$ cat src/rtl/tsync_pkg.sv
package tsync_pkg;

   localparam int unsigned OP_W = 8;

   typedef enum logic [OP_W-1:0] {
      OP_NONE      = 8'h00,
      OP_LOAD_TIME = 8'h01,
      OP_LOAD_INC  = 8'h02,
      OP_ADJUST    = 8'h04,
      OP_CAPTURE   = 8'h80
   } tsync_op_e;

   typedef struct packed {
      logic load_time;
      logic load_inc;
      logic adjust;
      logic capture;
   } tsync_act_t;

   localparam int unsigned RA_CMD     = 0;
   localparam int unsigned RA_TIME_LO = 2;
   localparam int unsigned RA_TIME_HI = 3;
   localparam int unsigned RA_ADJ_LO  = 4;
   localparam int unsigned RA_ADJ_HI  = 5;
   localparam int unsigned RA_OWN     = 6;
   localparam int unsigned RA_CAP     = 8;

endpackage

$ cat src/rtl/tsync_timer.sv
module tsync_timer
   import tsync_pkg::*;
#(
   parameter int unsigned NS_W   = 64,
   parameter int unsigned INT_W  = 8,
   parameter int unsigned FRAC_W = 32,
   parameter int unsigned ADJ_W  = 32,
   parameter logic [INT_W+FRAC_W-1:0] INC_RST = 40'h13B13B13B
) (
   input  logic                    clk,
   input  logic                    rst_n,
   input  tsync_act_t              act_i,
   input  logic [NS_W-1:0]         time_ld_i,
   input  logic [INT_W+FRAC_W-1:0] inc_ld_i,
   input  logic [ADJ_W-1:0]        adj_i,
   output logic [NS_W-1:0]         ns_o,
   output logic [NS_W-1:0]         cap_o,
   output logic [INT_W-1:0]        inc_int_o
);
   localparam int unsigned INC_W = INT_W + FRAC_W;

   logic [NS_W-1:0]   ns_q, ns_d, step, adj_ext;
   logic [FRAC_W-1:0] frac_q, frac_d;
   logic [FRAC_W:0]   frac_sum;
   logic [INC_W-1:0]  inc_q;
   logic [NS_W-1:0]   cap_q;

   assign frac_sum = {1'b0, frac_q} + {1'b0, inc_q[FRAC_W-1:0]};
   assign step     = NS_W'(inc_q[INC_W-1:FRAC_W]) + NS_W'(frac_sum[FRAC_W]);
   assign adj_ext  = {{(NS_W-ADJ_W){adj_i[ADJ_W-1]}}, adj_i};

   always_comb begin
      ns_d   = ns_q + step;
      frac_d = frac_sum[FRAC_W-1:0];
      if (act_i.load_time) begin
         ns_d   = time_ld_i;
         frac_d = '0;
      end else if (act_i.adjust) begin
         ns_d = ns_q + step + adj_ext;
      end
   end

   always_ff @(posedge clk) begin
      if (!rst_n) begin
         ns_q   <= '0;
         frac_q <= '0;
         inc_q  <= INC_RST;
         cap_q  <= '0;
      end else begin
         ns_q   <= ns_d;
         frac_q <= frac_d;
         if (act_i.load_inc) inc_q <= inc_ld_i;
         if (act_i.capture)  cap_q <= ns_q;
      end
   end

   assign ns_o      = ns_q;
   assign cap_o     = cap_q;
   assign inc_int_o = inc_q[INC_W-1:FRAC_W];

endmodule

$ cat src/rtl/tsync_regs.sv
module tsync_regs
   import tsync_pkg::*;
#(
   parameter int unsigned ADDR_W = 5,
   parameter int unsigned DATA_W = 32,
   parameter int unsigned NS_W   = 64,
   parameter int unsigned INT_W  = 8,
   parameter int unsigned NUM_T  = 3
) (
   input  logic                      clk,
   input  logic                      rst_n,
   input  logic                      wr_en,
   input  logic                      rd_en,
   input  logic [ADDR_W-1:0]         addr,
   input  logic [DATA_W-1:0]         wdata,
   input  logic                      sync_i,
   input  logic [NUM_T*NS_W-1:0]     cap_i,
   output logic [DATA_W-1:0]         rdata,
   output tsync_act_t                act_o,
   output logic [NS_W-1:0]           sh_time_o,
   output logic [INT_W+DATA_W-1:0]   sh_inc_o,
   output logic [DATA_W-1:0]         sh_adj_o,
   output logic [OP_W-1:0]           cmd_o,
   output logic                      own_o
);
   logic [OP_W-1:0]   cmd_q;
   logic [DATA_W-1:0] t_lo_q, t_hi_q, a_lo_q;
   logic [INT_W-1:0]  a_hi_q;
   logic              own_q;

   function automatic logic hit(input logic [ADDR_W-1:0] a, input int unsigned r);
      return a == ADDR_W'(r);
   endfunction

   always_ff @(posedge clk) begin
      if (!rst_n) begin
         cmd_q  <= '0;
         t_lo_q <= '0;
         t_hi_q <= '0;
         a_lo_q <= '0;
         a_hi_q <= '0;
         own_q  <= 1'b0;
      end else begin
         if (wr_en && hit(addr, RA_CMD))     cmd_q <= wdata[OP_W-1:0];
         else if (sync_i)                    cmd_q <= '0;
         if (wr_en && hit(addr, RA_TIME_LO)) t_lo_q <= wdata;
         if (wr_en && hit(addr, RA_TIME_HI)) t_hi_q <= wdata;
         if (wr_en && hit(addr, RA_ADJ_LO))  a_lo_q <= wdata;
         if (wr_en && hit(addr, RA_ADJ_HI))  a_hi_q <= wdata[INT_W-1:0];
         if (wr_en && hit(addr, RA_OWN))     own_q <= wdata[0];
         else if (rd_en && hit(addr, RA_OWN)) own_q <= 1'b1;
      end
   end

   always_comb begin
      act_o.load_time = sync_i && (cmd_q == OP_LOAD_TIME);
      act_o.load_inc  = sync_i && (cmd_q == OP_LOAD_INC);
      act_o.adjust    = sync_i && (cmd_q == OP_ADJUST);
      act_o.capture   = sync_i && (cmd_q == OP_CAPTURE);
   end

   always_comb begin
      rdata = '0;
      if (rd_en) begin
         if (hit(addr, RA_CMD))     rdata = DATA_W'(cmd_q);
         if (hit(addr, RA_TIME_LO)) rdata = t_lo_q;
         if (hit(addr, RA_TIME_HI)) rdata = t_hi_q;
         if (hit(addr, RA_ADJ_LO))  rdata = a_lo_q;
         if (hit(addr, RA_ADJ_HI))  rdata = DATA_W'(a_hi_q);
         if (hit(addr, RA_OWN))     rdata = DATA_W'(own_q);
         for (int t = 0; t < NUM_T; t++) begin
            if (hit(addr, RA_CAP + 2*t))
               rdata = cap_i[t*NS_W +: DATA_W];
            if (hit(addr, RA_CAP + 2*t + 1))
               rdata = cap_i[t*NS_W + DATA_W +: DATA_W];
         end
      end
   end

   assign sh_time_o = {t_hi_q, t_lo_q};
   assign sh_inc_o  = {a_hi_q, a_lo_q};
   assign sh_adj_o  = a_lo_q;
   assign cmd_o     = cmd_q;
   assign own_o     = own_q;

endmodule

$ cat src/rtl/tsync_timer_bank.sv
module tsync_timer_bank
   import tsync_pkg::*;
#(
   parameter int unsigned NUM_PHY = 2,
   parameter int unsigned ADDR_W  = 5,
   parameter int unsigned DATA_W  = 32,
   parameter int unsigned NS_W    = 64,
   parameter int unsigned INT_W   = 8,
   parameter int unsigned FRAC_W  = 32,
   parameter logic [INT_W+FRAC_W-1:0] INC_RST = 40'h13B13B13B
) (
   input  logic                          clk,
   input  logic                          rst_n,
   input  logic                          wr_en,
   input  logic                          rd_en,
   input  logic [ADDR_W-1:0]             addr,
   input  logic [DATA_W-1:0]             wdata,
   output logic [DATA_W-1:0]             rdata,
   input  logic                          sync_i,
   output logic [(NUM_PHY+1)*NS_W-1:0]   time_o
);
   localparam int unsigned NUM_T = NUM_PHY + 1;
   localparam int unsigned INC_W = INT_W + FRAC_W;

   if (NS_W != 2*DATA_W) begin : g_bad_ns
      $error("NS_W must be twice DATA_W");
   end
   if (FRAC_W != DATA_W) begin : g_bad_frac
      $error("FRAC_W must equal DATA_W");
   end
   if (INT_W > DATA_W || INT_W < 1) begin : g_bad_int
      $error("INT_W out of range");
   end
   if (RA_CAP + 2*NUM_T > (1 << ADDR_W)) begin : g_bad_addr
      $error("ADDR_W too small for capture registers");
   end

   tsync_act_t              act;
   logic [NS_W-1:0]         sh_time;
   logic [INC_W-1:0]        sh_inc;
   logic [DATA_W-1:0]       sh_adj;
   logic [OP_W-1:0]         cmd_q;
   logic                    own_q;
   logic [NUM_T*NS_W-1:0]   cap_all;
   logic [NUM_T*INT_W-1:0]  inc_int_all;

   tsync_regs #(
      .ADDR_W(ADDR_W), .DATA_W(DATA_W), .NS_W(NS_W), .INT_W(INT_W), .NUM_T(NUM_T)
   ) u_regs (
      .clk(clk), .rst_n(rst_n), .wr_en(wr_en), .rd_en(rd_en), .addr(addr),
      .wdata(wdata), .sync_i(sync_i), .cap_i(cap_all), .rdata(rdata),
      .act_o(act), .sh_time_o(sh_time), .sh_inc_o(sh_inc), .sh_adj_o(sh_adj),
      .cmd_o(cmd_q), .own_o(own_q)
   );

   for (genvar t = 0; t < NUM_T; t++) begin : g_tmr
      tsync_timer #(
         .NS_W(NS_W), .INT_W(INT_W), .FRAC_W(FRAC_W), .ADJ_W(DATA_W), .INC_RST(INC_RST)
      ) u_tmr (
         .clk(clk), .rst_n(rst_n), .act_i(act), .time_ld_i(sh_time),
         .inc_ld_i(sh_inc), .adj_i(sh_adj),
         .ns_o(time_o[t*NS_W +: NS_W]),
         .cap_o(cap_all[t*NS_W +: NS_W]),
         .inc_int_o(inc_int_all[t*INT_W +: INT_W])
      );
   end

endmodule

$ cat config.mk
export PLATFORM = sky130hd
export DESIGN_NAME = tsync_timer_bank
export DESIGN_NICKNAME = d
export VERILOG_FILES = /design/src/rtl/tsync_pkg.sv /design/src/rtl/tsync_timer.sv /design/src/rtl/tsync_regs.sv /design/src/rtl/tsync_timer_bank.sv
export SDC_FILE = /design/constraint.sdc
export NUM_CORES = 2
export LEC_CHECK = 0
export ABC_AREA = 1
export BUFFER_PORTS_ARGS = -buffer_cell sky130_fd_sc_hd__buf_2
export CORE_MARGIN = 5
export CORE_UTILIZATION = 35
export CTS_BUF_LIST = sky130_fd_sc_hd__clkbuf_8
export DETAILED_ROUTE_END_ITERATION = 8
export PLACE_DENSITY_LB_ADDON = 0.15
export SLEW_MARGIN = 25
export SYNTH_ARGS = -nofsm -noshare
export SYNTH_HDL_FRONTEND = slang
export SYNTH_SLANG_ARGS = --single-unit
$ cat constraint.sdc
create_clock -name clk -period 12.3 [get_ports clk]
set_clock_uncertainty 0.1 [all_clocks]
set_input_delay 1.23 -clock clk [delete_from_list [all_inputs] [get_ports clk]]
set_output_delay 1.23 -clock clk [all_outputs]
set_load 0.05 [all_outputs]
; Word level (Yosys, flattened, before mapping)
; Index checks and enable logic that the tools add are counted.
[totals]
reg_bits = 633
output_inout_bits = 224
elab_cells = 82
[classes]
add_sub_neg = 12
eq_ne = 15
n_mux = 23
bitwise = 1
reduce_logical = 15
[ops]
columns = op, count
row1 = 64-bit adder, 6
row2 = 32-bit 2-to-1 mux, 12
row3 = 64-bit 2-to-1 mux, 6
row4 = 32-bit by 32-bit adder with 33-bit output, 3
row5 = "5-bit by 4-bit == test with 1-bit output, second input constant", 6
row6 = 8-bit by 1-bit adder with 9-bit output, 3
row7 = 8-bit 2-to-1 mux, 3
row8 = "5-bit by 3-bit == test with 1-bit output, second input constant", 3
row9 = 1-bit logical AND, 11
row10 = "5-bit by 2-bit == test with 1-bit output, second input constant", 2
row11 = "8-bit by 1-bit == test with 1-bit output, second input constant", 1
row12 = "8-bit by 2-bit == test with 1-bit output, second input constant", 1
row13 = "8-bit by 3-bit == test with 1-bit output, second input constant", 1
row14 = "8-bit == test, second input constant", 1
row15 = 5-bit logical NOT, 1
row16 = 2-bit nonzero test, 2
row17 = 1-bit 2-to-1 mux, 2
row18 = 2-bit OR reduction, 1
row19 = 1-bit NOT, 1

; Logic depth before layout (Yosys ltp)
[depth]
word_depth = 14
mapped_depth = 48
mapped_depth_nobuf = 48

; Cells and area by module
; Synthesis repeated with hierarchy kept, for this count alone.
[unflattened]
hier_cells = 9268
hier_area_um2 = 55725.9
[modules_own_cells]
columns = module, instances, cells_per_inst, area_per_inst_um2
row1 = tsync_timer (g_tmr[1].u_tmr), 1, 2747, 16404.5
row2 = tsync_timer (g_tmr[2].u_tmr), 1, 2745, 16361.9
row3 = tsync_timer (g_tmr[0].u_tmr), 1, 2713, 16228.1
row4 = tsync_regs, 1, 1063, 6731.5

; Worst setup path after synthesis
; No wires, ideal clock.
[synth_timing]
kind = register -> register
start = register g_tmr[2].u_tmr.inc_q[0] (netlist name)
end = register g_tmr[1].u_tmr.ns_q[63]
arrival_ns = 5.833
setup_slack_ns = 6.234
stages_incl_launch_ff = 47
period_less_slack_ns = 6.066
cell_sequence = dfxtp_1 -> ha_1 -> fa_1 -> nand3_1 -> nand3_1 -> a21oi_1 -> inv_1 -> nand2_1 -> nand2_1 -> a21oi_1 -> or2_2 -> nand2_1 -> a21oi_1 -> o21bai_1 -> ha_1 -> ha_1 -> nand2_1 -> inv_1 -> [11 not listed] -> xor2_1 -> inv_1 -> ha_1 -> nand2_1 -> nor2_1 -> inv_1 -> nor2_1 -> inv_1 -> nor2_1 -> nand2_1 -> nand2_1 -> nand2_1 -> nand2_1 -> nand2_1 -> nand3_1 -> nand2_1 -> nand3_1 -> a21oi_1
[synth_rtl]
columns = element, line_no
row1 = to (signal assigned), tsync_timer.sv:50  ; ns_q <= ns_d;
row2 = to (decl), tsync_timer.sv:22  ; logic [NS_W-1:0] ns_q, ns_d, step, adj_ext;

==> results.sh <==
export IMPL_yosysUniqueCellTypes=63
export IMPL_postLayoutCellArea_um2=58200
export IMPL_crit_path_end_kind="flop"
export IMPL_cts_hold_buffers_added=0
export IMPL_worst_hold_margin_ns=0.374
export IMPL_grt_first_pass_wirelength_mm=457
export IMPL_vias=63271
export IMPL_post_synth_cell_area_avg_um2=6.06
export IMPL_crit_path_start_kind="flop"
export IMPL_detail_route_iter0_violations=7581
export IMPL_later_pin_clock_latency_in_the_skew_report_ns=0.94
export IMPL_route_detailed_wl_per_inst_um=31.1
export IMPL_chipHeight_um=395
export IMPL_synthesis_nets=8961
export IMPL_initial_core_util_pct=35.2
export IMPL_p_seq_share_pct=39.7
export IMPL_timing_critical_path_arrival_ns=9.48
export IMPL_htree_levels=4
export IMPL_clock_sinks=633
export IMPL_maxClockFrequency_ghz=0.114
export IMPL_kind_of_critical_path="flop to flop"
export IMPL_power_leakage_nw=27.2
export IMPL_boundary_pins=266
export IMPL_finalWorstPathRequiredPeriod_ns=8.79
export IMPL_critical_path_max_stage_delay_ns=0.68
export IMPL_finalWirelength_mm=338
export IMPL_cap_violations=0
export IMPL_postCtsSetupBuffers=0
export IMPL_post_place_ws_ns=3.75
export IMPL_p_total_mw=5.48
export IMPL_final_setup_viol_count=0
export IMPL_result_of_the_run="finished, violations left"
export IMPL_final_antenna_net_count=0
export IMPL_cellPowerDensity_nw_per_um2=94.2
export IMPL_dieArea_um2=156000
export IMPL_vdd_drop_max_mv=0.100
export IMPL_gp_congestion=1.07
export IMPL_ys_ff_latch=633
export IMPL_synthesis_instances=8583
export IMPL_power_report_internal_total_mw=3.68
export IMPL_fraction_of_power_spent_switching_nets_pct=32.8
export IMPL_numCtsBuffers=132
export IMPL_post_drt_via_cell_ratio=5.82
export IMPL_synth_enable_flop_cells=0
export IMPL_violated_checks="design-rule violations"
export IMPL_yosysWarnings=0
export IMPL_postLayoutSetupSlackWorst_ns=3.51
export IMPL_timing_max_slew_rel_slack_pct=21.4
export IMPL_pwr_share_comb_pct=14.7
export IMPL_grt_pass1_vias=58416
export IMPL_synth_yosys_seq_area_share_pct=24.4
export IMPL_mappedNetlistArea_um2=52000
export IMPL_crit_slowest_cell="dfxtp_1"
export IMPL_area_growth_synth_to_final_pct=11.9
export IMPL_p_switching_mw=1.80
export IMPL_num_rows=141
export IMPL_largest_net_degree_at_the_start_of_global_routing=159
export IMPL_postSynth_asyncResetShare_pct=0
export IMPL_post_route_period_util_pct=71.4
export IMPL_drt_drc_violations_left=4
export IMPL_core_area_um2=148000
export IMPL_critical_path_top_delay_family="simple AND/OR/NAND/NOR gates"
export IMPL_worst_slew_pin_transition_ns=1.18
export IMPL_worst_endpoint_required_ns=12.99
export IMPL_setup_tns_final_ns=0
export IMPL_clockPowerShare_pct=45.6
export IMPL_hold_viol_final=0
export IMPL_layout_drive_gt1_share_pct=7.79
export IMPL_critPathMostFrequentCell="nand2_1"
export IMPL_slew_violations=0
export IMPL_place_detailed_hpwl_mm=271
export IMPL_critical_path_n_buffers_inverters=1
export IMPL_place_port_buffers=265
export IMPL_dr_pass1_iters=9
export IMPL_initial_antenna_violation_count=45
export IMPL_grt_setup_unrepaired="no"
export IMPL_worstHoldPathType="flop to flop"
export IMPL_critPathMaxFanout=7
export IMPL_cts_root_buffer="clkbuf_8"
export IMPL_placement_cell_area_um2=55300
export IMPL_nNetsFinal=9191
export IMPL_global_route_overflow_total=0
export IMPL_post_cts_resized_instances=0
export IMPL_clock_tree_buffer_depth=3
export IMPL_tritoncts="built"
export IMPL_clkSlewWorstSetupHoldPaths_ns=0.06
export IMPL_die_width_um=395
export IMPL_gr_usage_all_layers_pct=41.2
export IMPL_synth_ff_type="dfxtp_1"
tightest hold or removal path, delay by kind of cell, from the launching register on:
family          cells  cell delay [ns]
flops               1             0.31
buf+inv             1             0.06
compound gates      1             0.05
path summary, 6_finish.rpt:
| path | to | cells past startpoint | start | slack [ns] |
|---|---|---|---|---|
| max | g_tmr[0].u_tmr.ns_o[56]$_SDFF_PN0_ | 37 | g_tmr[2].u_tmr.inc_q[7]$_SDFFE_PN0P_ | 3.51 |
| min | u_regs.t_lo_q[29]$_SDFFE_PN0P_ | 2 | u_regs.t_lo_q[29]$_SDFFE_PN0P_ | 0.37 |
| max reg2reg | g_tmr[0].u_tmr.ns_o[56]$_SDFF_PN0_ | 37 | g_tmr[2].u_tmr.inc_q[7]$_SDFFE_PN0P_ | 3.51 |
| min reg2reg | u_regs.t_lo_q[29]$_SDFFE_PN0P_ | 2 | u_regs.t_lo_q[29]$_SDFFE_PN0P_ | 0.37 |
placed cells by master (no fill, tap or decap), types with 137 or more instances in the layout:
cell type	Yosys	layout
nor2_1	1162	1155
ha_1	327	327
buf_2	59	264
nand3_1	652	646
xor2_1	137	137
dfxtp_1	633	631
clkbuf_8	6	164
nand2_1	2024	2022
inv_1	1088	1119
a21oi_1	734	733
o21ai_0	624	624
nand4_1	171	171
layout make-up:
class                   count  area [um2]
repair buffers            324        1800
fillers                 16674       89500
clock inverters            69         543
flip-flops and latches    633       12700
multi-input cells        6621       34300
diodes                     30        75.1
clock buffers             164        2260
inverters                1101        4150
well taps                1930        2410
cell usage after synthesis (all sizes together), types with 66 or more instances:
library cell / instances / area share, %
nor3: 132 / 1.4
o21bai: 83 / 1.2
nand3: 652 / 6.3
nor2: 1178 / 8.6
o21ai: 661 / 6.4
a21oi: 746 / 7.3
inv: 1097 / 7.9
dfxtp: 633 / 24
xor2: 138 / 2.3
o211ai: 66 / 0.98
buf: 69 / 0.65
ha: 327 / 7.9
nand2: 2044 / 15
clkbuf: 159 / 1.3
nand4: 171 / 2.1
power groups by stage:
stage / clock (mW) / sequential (mW) / combinational [mW]
after detailed placement: 0 / 2.22 / 0.784
after global routing: 2.61 / 2.18 / 0.879
after global placement: 0 / 2.22 / 0.781
after CTS: 2.52 / 2.17 / 0.787
final: 2.50 / 2.18 / 0.805
after floorplan: 0 / 2.22 / 0.520
sequential cells by signal, summed over array words and instances, names as in the netlist:
register	cells
g_tmr.u_tmr.cap_o	192
g_tmr.u_tmr.frac_q	96
g_tmr.u_tmr.inc_q	40
g_tmr.u_tmr.ns_o	192
u_regs.a_hi_q	8
u_regs.cmd_o	8
u_regs.own_o	1
u_regs.sh_adj_o	32
u_regs.t_hi_q	32
u_regs.t_lo_q	32
stage by stage:
| step | cells | utilization [%] |
|---|---|---|
| floorplan | 8583 | - |
| global placement | 10609 | 37.4 |
| detailed placement | 10609 | 37.5 |
| CTS | 10842 | 39.4 |
| global route | 10847 | 39.4 |
| finish | 10872 | 39.4 |
kinds of logic (layout without fill, tap and decap cells):
kind of cell | count (synthesis) | after routing | share of synthesized area, %
flops | 633 | 633 | 24.4
buf+inv | 1329 | 1658 | 9.87
compound gates | 1771 | 1771 | 19.0
xor+xnor | 202 | 202 | 3.43
fa+ha+maj | 336 | 336 | 8.22
other cells | 0 | 30 | 0
simple gates | 4312 | 4312 | 35.1
metal layers:
metal	wire length [um]	vias to the layer above	global-route usage, %
met5	133	-	0
met2	142000	3553	61.7
li1	-	28881	-
met4	29300	18	29.9
met3	31700	899	9.83
met1	135000	29920	51.6
No activity file was read; power rests on OpenSTA's default activity.
